**src/rtl/pic_pkg.sv**
```systemverilog
package pic_pkg;
  localparam int PIC_N  = 8;
  localparam int LVL_W  = $clog2(PIC_N);
  localparam int BASE_W = PIC_N - LVL_W;

  typedef logic [PIC_N-1:0] vec_t;
  typedef logic [LVL_W:0]   rank_t;   // value PIC_N means "no bit set"

  typedef enum logic [2:0] {ST_BOOT, ST_W2, ST_W3, ST_W4, ST_RUN} init_st_e;

  // Command byte field positions (decoded by the configuration unit)
  localparam int F_INIT = 4;
  localparam int F_SEL  = 3;

  localparam logic [2:0] EOI_NONSPEC = 3'b001;
  localparam logic [2:0] EOI_SPEC    = 3'b011;

  // Index of the lowest set bit, or PIC_N when empty
  function automatic rank_t first_set(vec_t v);
    rank_t r;
    r = rank_t'(PIC_N);
    for (int i = PIC_N - 1; i >= 0; i--)
      if (v[i]) r = rank_t'(i);
    return r;
  endfunction

  function automatic vec_t level_oh(logic [LVL_W-1:0] l);
    return vec_t'(1) << l;
  endfunction

  // State following the base word, from the first-word options
  function automatic init_st_e after_base(logic single, logic need4);
    if (!single) return ST_W3;
    return need4 ? ST_W4 : ST_RUN;
  endfunction
endpackage

```
**src/rtl/pic_cfg.sv**
```systemverilog
module pic_cfg
  import pic_pkg::*;
(
  input  logic              clk,
  input  logic              rst_n,
  input  logic              wr_en,
  input  logic              addr,
  input  vec_t              wdata,
  output logic              ready,
  output logic              level_mode,
  output logic              aeoi_mode,
  output logic [BASE_W-1:0] base,
  output vec_t              casc,
  output vec_t              imr,
  output logic              sel_isr,
  output logic              init_pulse,
  output logic              eoi_ns,
  output logic              eoi_sp,
  output logic [LVL_W-1:0]  eoi_lvl
);
  init_st_e st_q;
  logic     need4_q, single_q;
  logic     cmd_even, status_cmd, data_wr;

  assign ready      = (st_q == ST_RUN);
  assign init_pulse = wr_en && !addr && wdata[F_INIT];
  assign cmd_even   = wr_en && !addr && !wdata[F_INIT] && ready;
  assign eoi_ns     = cmd_even && !wdata[F_SEL] && (wdata[7:5] == EOI_NONSPEC);
  assign eoi_sp     = cmd_even && !wdata[F_SEL] && (wdata[7:5] == EOI_SPEC);
  assign eoi_lvl    = wdata[LVL_W-1:0];
  assign status_cmd = cmd_even && wdata[F_SEL];
  assign data_wr    = wr_en && addr;

  always_ff @(posedge clk or negedge rst_n) begin
    if (!rst_n) begin
      st_q       <= ST_BOOT;
      need4_q    <= 1'b0;
      single_q   <= 1'b0;
      level_mode <= 1'b0;
      aeoi_mode  <= 1'b0;
      base       <= '0;
      casc       <= '0;
      imr        <= '0;
      sel_isr    <= 1'b0;
    end else if (init_pulse) begin
      st_q       <= ST_W2;
      need4_q    <= wdata[0];
      single_q   <= wdata[1];
      level_mode <= wdata[3];
      aeoi_mode  <= 1'b0;
      casc       <= '0;
      imr        <= '0;
      sel_isr    <= 1'b0;
    end else begin
      if (data_wr) begin
        case (st_q)
          ST_W2: begin
            base <= wdata[PIC_N-1:LVL_W];
            st_q <= after_base(single_q, need4_q);
          end
          ST_W3: begin
            casc <= wdata;
            st_q <= need4_q ? ST_W4 : ST_RUN;
          end
          ST_W4: begin
            aeoi_mode <= wdata[1];
            st_q      <= ST_RUN;
          end
          ST_RUN:  imr <= wdata;
          default: ;
        endcase
      end
      if (status_cmd && wdata[1]) sel_isr <= wdata[0];
    end
  end

  assert_restart_clears_R14: assert property (@(posedge clk) disable iff (!rst_n)
    init_pulse |=> (!ready && imr == '0 && casc == '0 && !sel_isr));
endmodule

```
**src/rtl/pic_capture.sv**
```systemverilog
module pic_capture
  import pic_pkg::*;
(
  input  logic clk,
  input  logic rst_n,
  input  logic ready,
  input  logic init_pulse,
  input  logic level_mode,
  input  vec_t irq_in,
  input  vec_t clr,
  output vec_t irr
);
  vec_t prev_q;
  vec_t rise;

  assign rise = irq_in & ~prev_q;

  always_ff @(posedge clk or negedge rst_n) begin
    if (!rst_n) begin
      prev_q <= '0;
      irr    <= '0;
    end else begin
      prev_q <= irq_in;
      if (!ready || init_pulse) irr <= '0;
      else if (level_mode)      irr <= irq_in;
      else                      irr <= (irr & ~clr) | rise;
    end
  end

  assert_clear_while_unready_R2: assert property (@(posedge clk) disable iff (!rst_n)
    !ready |=> irr == '0);

  assert_edge_hold_R11: assert property (@(posedge clk) disable iff (!rst_n)
    (ready && !level_mode && !init_pulse && clr == '0) |=> ((irr & $past(irr)) == $past(irr)));
endmodule

```
**src/rtl/pic_resolve.sv**
```systemverilog
module pic_resolve
  import pic_pkg::*;
(
  input  logic             ready,
  input  vec_t             irr,
  input  vec_t             imr,
  input  vec_t             isr,
  output logic             req,
  output logic [LVL_W-1:0] win_idx,
  output vec_t             win_oh
);
  rank_t pend_rank, svc_rank;

  always_comb begin
    pend_rank = first_set(irr & ~imr);
    svc_rank  = first_set(isr);
    req       = ready && (pend_rank < svc_rank);
    win_idx   = pend_rank[LVL_W-1:0];
    win_oh    = req ? level_oh(win_idx) : '0;
  end
endmodule

```
**src/rtl/pic_ctrl.sv**
```systemverilog
module pic_ctrl
  import pic_pkg::*;
(
  input  logic             clk,
  input  logic             rst_n,
  input  logic             wr_en,
  input  logic             addr,
  input  logic [PIC_N-1:0] wdata,
  output logic [PIC_N-1:0] rdata,
  input  logic [PIC_N-1:0] irq_in,
  input  logic             ack,
  output logic             irq_out,
  output logic [PIC_N-1:0] vector,
  output logic [PIC_N-1:0] casc_cfg
);
  logic              ready, level_mode, aeoi_mode, sel_isr;
  logic              init_pulse, eoi_ns, eoi_sp;
  logic [LVL_W-1:0]  eoi_lvl, win_idx;
  logic [BASE_W-1:0] base;
  vec_t              imr, irr, isr_q, win_oh, eoi_clr, ack_clr, at_or_above;
  rank_t             isr_top;
  logic              req, take, spur;

  pic_cfg u_cfg (
    .clk(clk), .rst_n(rst_n), .wr_en(wr_en), .addr(addr), .wdata(wdata),
    .ready(ready), .level_mode(level_mode), .aeoi_mode(aeoi_mode), .base(base),
    .casc(casc_cfg), .imr(imr), .sel_isr(sel_isr), .init_pulse(init_pulse),
    .eoi_ns(eoi_ns), .eoi_sp(eoi_sp), .eoi_lvl(eoi_lvl)
  );

  pic_capture u_cap (
    .clk(clk), .rst_n(rst_n), .ready(ready), .init_pulse(init_pulse),
    .level_mode(level_mode), .irq_in(irq_in), .clr(ack_clr), .irr(irr)
  );

  pic_resolve u_res (
    .ready(ready), .irr(irr), .imr(imr), .isr(isr_q),
    .req(req), .win_idx(win_idx), .win_oh(win_oh)
  );

  // Acknowledge events
  assign take    = ack && req;
  assign spur    = ack && ready && !req;
  assign ack_clr = take ? win_oh : '0;
  assign irq_out = req;

  // End-of-service decode
  always_comb begin
    isr_top = first_set(isr_q);
    eoi_clr = '0;
    if (eoi_ns && isr_q != '0) eoi_clr = level_oh(isr_top[LVL_W-1:0]);
    if (eoi_sp)                eoi_clr = level_oh(eoi_lvl);
  end

  always_ff @(posedge clk or negedge rst_n) begin
    if (!rst_n)          isr_q <= '0;
    else if (init_pulse) isr_q <= '0;
    else                 isr_q <= (isr_q & ~eoi_clr) | ((take && !aeoi_mode) ? win_oh : '0);
  end

  always_ff @(posedge clk or negedge rst_n) begin
    if (!rst_n)    vector <= '0;
    else if (take) vector <= {base, win_idx};
    else if (spur) vector <= {base, {LVL_W{1'b1}}};
  end

  assign rdata = addr ? imr : (sel_isr ? isr_q : irr);

  // Mask of the winner and every more urgent level
  assign at_or_above = vec_t'(win_oh << 1) - vec_t'(1);

  assert_quiet_until_ready_R2: assert property (@(posedge clk) disable iff (!rst_n)
    !ready |-> !irq_out);
  assert_vector_low_R4: assert property (@(posedge clk) disable iff (!rst_n)
    take |=> vector[LVL_W-1:0] == $past(win_idx));
  assert_ack_records_R4: assert property (@(posedge clk) disable iff (!rst_n)
    (take && !aeoi_mode && !eoi_ns && !eoi_sp) |=> (isr_q & $past(win_oh)) != '0);
  assert_fixed_priority_R5: assert property (@(posedge clk) disable iff (!rst_n)
    req |-> (irr & ~imr & (win_oh - vec_t'(1))) == '0);
  assert_mask_blocks_R6: assert property (@(posedge clk) disable iff (!rst_n)
    req |-> (win_oh & imr) == '0);
  assert_nesting_R7: assert property (@(posedge clk) disable iff (!rst_n)
    req |-> (isr_q & at_or_above) == '0);
  assert_ns_eoi_one_R8: assert property (@(posedge clk) disable iff (!rst_n)
    (eoi_ns && !take && isr_q != '0) |=> $countones(isr_q) == $countones($past(isr_q)) - 1);
  assert_sp_eoi_R9: assert property (@(posedge clk) disable iff (!rst_n)
    (eoi_sp && !take) |=> !isr_q[$past(eoi_lvl)]);
  assert_auto_eoi_empty_R12: assert property (@(posedge clk) disable iff (!rst_n)
    aeoi_mode |-> isr_q == '0);
  assert_spurious_R13: assert property (@(posedge clk) disable iff (!rst_n)
    (spur && !eoi_ns && !eoi_sp) |=> (vector[LVL_W-1:0] == '1 && $stable(isr_q)));
endmodule

```
**config.mk**
```make
export PLATFORM = sky130hd
export DESIGN_NAME = pic_ctrl
export DESIGN_NICKNAME = d
export VERILOG_FILES = /design/src/rtl/pic_pkg.sv /design/src/rtl/pic_cfg.sv /design/src/rtl/pic_capture.sv /design/src/rtl/pic_resolve.sv /design/src/rtl/pic_ctrl.sv
export SDC_FILE = /design/constraint.sdc
export NUM_CORES = 1
export LEC_CHECK = 0
export CORE_MARGIN = 2
export CORE_UTILIZATION = 40
export CTS_CLUSTER_DIAMETER = 120
export DETAILED_ROUTE_END_ITERATION = 12
export PLACE_DENSITY = 0.58
export SLEW_MARGIN = 20
export SYNTH_ARGS = -nofsm -noshare
export SYNTH_HDL_FRONTEND = slang
export SYNTH_SLANG_ARGS = --single-unit
```
**constraint.sdc**
```tcl
create_clock -name clk -period 3.1 [get_ports clk]
set_input_delay 0.775 -clock clk [delete_from_list [all_inputs] [get_ports clk]]
set_output_delay 0.775 -clock clk [all_outputs]
set_load 0.01 [all_outputs]
```
# Word-level counts from Yosys, hierarchy flattened

Cells that the tools add are included.

Order comparisons: 1
Equality and inequality tests: 6
Shifts and indexed selects: 3
Mux-type cells: 49
Bitwise logic cells: 11
Reduce and logical (&&, ||, !) cells: 36

Operator list:

| operator                                                          | count |
|---|---|
| 8-bit 2-to-1 mux                                                  | 18 |
| 4-bit 2-to-1 mux                                                  | 16 |
| 8-bit AND                                                         | 4 |
| 8-bit NOT                                                         | 4 |
| 1-bit by 3-bit << shifter with 8-bit output, first input constant | 3 |
| 1-bit logical AND                                                 | 16 |
| 8-bit bitwise OR                                                  | 2 |
| 3-bit 2-to-1 mux                                                  | 5 |
| 2-bit nonzero test                                                | 6 |
| 3-bit by 2-bit == test with 1-bit output, second input constant   | 3 |
| 1-bit 2-to-1 mux                                                  | 9 |
| 3-bit one-hot mux with 3 select lines                             | 1 |
| 2-bit AND reduction                                               | 4 |
| 8-bit nonzero test                                                | 1 |
| 3-bit by 1-bit == test with 1-bit output, second input constant   | 2 |
| 1-bit zero test                                                   | 6 |
| 4-bit less-than comparator                                        | 1 |
| 4-bit nonzero test                                                | 1 |
| 3-bit == test, second input constant                              | 1 |
| 3-bit AND reduction                                               | 1 |
| 1-bit logical OR                                                  | 1 |
| 1-bit NOT                                                         | 1 |

Bits in registers: 61
Output and inout bits: 25

# Depth between registers and ports, before layout

Depth in word-level cells: 19
Mapped depth: 9
Mapped depth without buffers: 9

# Hierarchy

From an unflattened synthesis, not the netlist that was laid out.

Cell total of the unflattened synthesis: 337
Area, all modules: 3313.2 µm²

Modules (own cells, without submodules):

| module      | instances | cells each | area each (µm²) |
|---|---|---|---|
| pic_cfg     | 1         | 114        | 1345.0 |
| pic_ctrl    | 1         | 107        | 982.2 |
| pic_capture | 1         | 58         | 589.3 |
| pic_resolve | 1         | 58         | 396.6 |

# Least setup slack after synthesis

OpenSTA, ideal clock, no wires.

Path type: reg-to-output
Start: reg u_cap.irr[2]
End: out irq_out
Arrival time: 2064 ps
Setup slack: 261 ps
Cell stages (with the launch flop): 8
Cell sequence: dfrtp_1 -> nor2b_1 -> or2_2 -> nor4_1 -> ha_1 -> a211oi_4 -> nor2b_1 -> a32o_1

Word-level cells in the longest chain between the ends: 6

RTL lines:

| element                       | RTL line          | source |
|---|---|---|
| from (decl)                   | pic_capture.sv:11 | `output vec_t irr` |
| from (signal assigned)        | pic_capture.sv:25 | `else if (level_mode) irr <= irq_in;` |
| from (signal assigned)        | pic_capture.sv:26 | `else irr <= (irr & ~clr) \| rise;` |
| 8-bit AND                     | pic_resolve.sv:15 | `pend_rank = first_set(irr & ~imr);` |
| 4-bit 2-to-1 mux (3 in a row) | pic_pkg.sv:23     | `if (v[i]) r = rank_t'(i);` |
| 4-bit less-than comparator    | pic_resolve.sv:17 | `req = ready && (pend_rank < svc_rank);` |
| 1-bit logical AND             | pic_resolve.sv:17 |  |
| to (decl)                     | pic_ctrl.sv:12    | `output logic irq_out,` |

No other way between the ends.

# Worst setup path after layout

Start: reg u_cap.irr[3]
End: out irq_out

Word-level cells in the longest chain between the ends: 7

RTL lines:

| element                       | RTL line |
|---|---|
| 8-bit AND                     | pic_resolve.sv:15 |
| 4-bit 2-to-1 mux (4 in a row) | pic_pkg.sv:23 |
| 4-bit less-than comparator    | pic_resolve.sv:17 |
| 1-bit logical AND             | pic_resolve.sv:17 |

No other way between the ends.

==> results.json <==
{
  "seq_area_sq_mm": 0.00153,
  "clk_latency_ns": 0.34,
  "crit_buf_inv": 1,
  "p_comb_share_pct": 48.9,
  "numCtsBuffers": 9,
  "power.switching_mw": 1.44,
  "io_pins": 46,
  "p_clk_share_pct": 22.1,
  "layout-drive-gt1-share_pct": 23.9,
  "syn_to_final_growth_pct": 39.7,
  "synth_area_per_cell_sq_um": 9.36,
  "worstHoldPathType": "input pin to async pin",
  "clk_pin_slew_ns": 0.07,
  "outcome": "complete, but fails checks",
  "drv_cap": 0,
  "preCtsSetupSlack_ns": -0.223,
  "max_stage_delay_ns": 0.39,
  "htreeDepth": 3,
  "violations": "negative setup slack",
  "grt_first_pass_wirelength_um": 15700,
  "fin_ws_ns": -0.0598,
  "drt_first_pass_iters": 4,
  "synth_top_family_by_area": "simple AND/OR/NAND/NOR gates",
  "hold_slack_ns": 0.242,
  "hpwl_um": 6890,
  "postSynthCellCount": 343,
  "antenna_found_initial": 0,
  "finalSetupViolCount": 1,
  "ir_worst_vdd_v": 0.000452,
  "yosys.area.top_type": "dfrtp_1",
  "power.internal_mw": 2.58,
  "synth_compound_area_share_pct": 18.4,
  "die_h_um": 93.6,
  "synthMuxAreaShare_pct": 8.81,
  "die_area_sq_mm": 0.00876,
  "row_count": 32,
  "ys_seq_elements": 61,
  "drc": 0,
  "placement.io_buffers": 45,
  "startpoint_type": "flop",
  "n_fill_cell": 735,
  "powerDensity_mw_per_mm2": 896,
  "critPathRequiredTime_ns": 2.32,
  "tightest_slew_ns": 0.565,
  "vias": 2960,
  "crit_arrival_ns": 2.38,
  "nets": 467,
  "worstPathCellList": "nor2b_4 > or2_4 > nor4_4 > ha_1 > a211oi_4 > nor2b_2 > a32o_2 > buf_6",
  "rsz0062_at_grt": "true",
  "hold_viol_final": 0,
  "seqPwrFrac_pct": 29.0,
  "p_total_mw": 4.02,
  "worst-setup-path-type": "flop to output port",
  "ys_seq_area_share_pct": 47.5,
  "syn_nets": 367,
  "grt_pass1_vias": 3052,
  "track_usage_pct": 23.8,
  "skew_ns": 0.00810,
  "p_leak_nw": 1.95,
  "fin_crit_sh_pct": 102,
  "die_w_um": 93.6,
  "multi_input_area_sq_mm": 0.00163,
  "cpLargestDelayFamily": "simple AND/OR/NAND/NOR gates",
  "root_buffer": "clkbuf_8",
  "synth_cell_types": 54,
  "wirelength_um": 9440,
  "synthSimpleGateAreaFrac_pct": 20.4,
  "antenna_cells": 0,
  "slew_violations": 0,
  "cts_max_path_buffers": 2,
  "place.gp.congestion": 0.944,
  "synthTopCellsByArea": "dfrtp_1 (48%), o21ai_0 (5.8%), nand2_1 (5.5%)",
  "slowest_stage": "dfrtp_1",
  "synthFlopType": "dfrtp_1",
  "cts_tree": "built",
  "clock_sinks": 61,
  "async_flop_share_pct": 100,
  "synth_edf_count": 0,
  "viasPerCell": 5.38,
  "grt_max_degree": 35,
  "max_freq_mhz": 316,
  "yosys_warnings": 0,
  "drt_iter0_drc": 169,
  "tns_ns": -0.0598,
  "slew_headroom_pct": 62.3,
  "ant_nets": 0,
  "core_area_sq_mm": 0.00777,
  "path_max_fanout": 4,
  "end_kind": "output port",
  "synth_xor_area_share_pct": 0,
  "fin_crit_ns": 3.16,
  "postCtsHoldBufs": 0,
  "switching_share_pct": 35.8,
  "synth-adder-area-share_pct": 1.17,
  "post-synth-top-area-fraction_pct": 47.5,
  "start_util_pct": 41.3,
  "wl_per_cell_um": 17.2,
  "synth_area_sq_mm": 0.00321,
  "grt-ovfl-total": 0
}
## cell usage after synthesis, drive strengths merged, types with 4 or more instances
cell / count
dfrtp: 61
nor2: 30
o311ai: 5
nor3: 7
nand2b: 6
a211oi: 4
inv: 12
nand3: 4
mux2: 10
nor4: 5
nand2: 47
o21ai: 37
a21oi: 17
mux2i: 17
a31oi: 5
clkbuf: 14
o31ai: 5
nor2b: 11
## cells by family after synthesis
group                    count (synthesis)
AND/OR/NAND/NOR                        130
AO/OA/AOI/OAI                           93
flip-flops                              61
buffers and inverters                   29
multiplexers                            27
adder cells (fa/ha/maj)                  3
## power groups by stage
stage	clock network [mW]	registers, mW	logic, mW
2_1_floorplan	0	1.19	0.886
3_3_place_gp	0	1.16	1.71
3_5_place_dp	0	1.17	1.73
4_1_cts	0.900	1.16	1.85
5_1_grt	0.941	1.20	2.14
6_report	0.889	1.16	1.96
## worst register-to-register path: stages (launching register included)
cell and delay [ns]:
dfrtp_1 0.39, nor2b_4 0.13, or2_4 0.27, nor4_4 0.21, ha_1 0.31, buf_4 0.16
buf_4 0.12, o211ai_1 0.11, buf_4 0.17, nand3_2 0.15, or3_4 0.45, o2bb2ai_1 0.15
## metrics by stage
stage / util [%] / instance area (sq um) / std cells
CTS: 56.9 / 4420 / 547
global route: 57.7 / 4490 / 550
floorplan: - / 3210 / 343
finish: 57.7 / 4490 / 550
detailed placement: 53.2 / 4130 / 528
global placement: 53.2 / 4130 / 528
## routing by layer
metal / share of wire [%] / vias to the layer above / GRT usage, %
met5: 0 / - / 0
met4: 1.9 / 0 / 8.33
met3: 4.7 / 19 / 4.35
met2: 46 / 73 / 36.8
met1: 47 / 1437 / 33.7
li1: - / 1431 / -
## path summary, 6_finish.rpt
check	start	end	slack (ns)	cells after the start
setup / recovery	u_cap.irr[3]	irq_out	-0.06	8
hold / removal	rst_n	u_cfg.casc[3]	0.24	1
setup reg to reg	u_cap.irr[3]	isr_q[7]	0.41	11
hold reg to reg	u_cfg.base[4]	vector[7]	0.50	1
max in group asynchronous	rst_n	u_cfg.imr[2]	2.19	2
min in group clk	u_cfg.base[4]	vector[7]	0.50	1
## state kept, by name (all words and copies together), names as in the netlist, 3 cells and up
name / count
u_cap.irr: 8
u_cfg.st_q: 3
u_cfg.imr: 8
u_cfg.casc: 8
u_cfg.base: 5
u_cap.prev_q: 8
vector: 8
isr_q: 8
## cell usage in the layout, fill, tap and decap left out, types with 2 or more instances in the layout
cell type        instances
dfrtp_1                 61
buf_4                   59
nand2_1                 46
clkdlybuf4s50_1         43
o21ai_0                 36
nor2_1                  30
a21oi_1                 17
mux2i_1                 17
inv_1                   12
mux2_2                  10
clkbuf_8                10
nor2b_1                  6
nand2b_1                 6
nor3_1                   6
o31ai_1                  5
o311ai_0                 5
a31oi_1                  5
nor2b_2                  3
nand3_1                  3
a211oi_1                 3
nand3b_1                 3
o22ai_1                  3
bufinv_16                3
nor4_2                   2
nor2b_4                  2
nand4b_1                 2
o31a_1                   2
and3_1                   2
nor3b_1                  2
o21a_1                   2
or3b_2                   2
or3_1                    2
nor4_1                   2
ha_1                     2
clkinvlp_4               2
## layout make-up
cell class                 instances  share of cell area, %
multi-input combinational        253                   36.2
sequential                        61                   34.0
timing repair buffer             105                   20.3
clock buffer                      10                   3.07
tap                              102                   2.85
clock inverter                     6                   2.45
inverter                          13                   1.09
## repair_timing
item	4_1_cts	5_1_grt
gates resized for setup	11	10
gates cloned	0	0
hold endpoints to repair	0	0
endpoints found under the setup margin	1	1
buffers inserted	3	3
pin swaps	5	5
(Power assumes the default switching activity.)
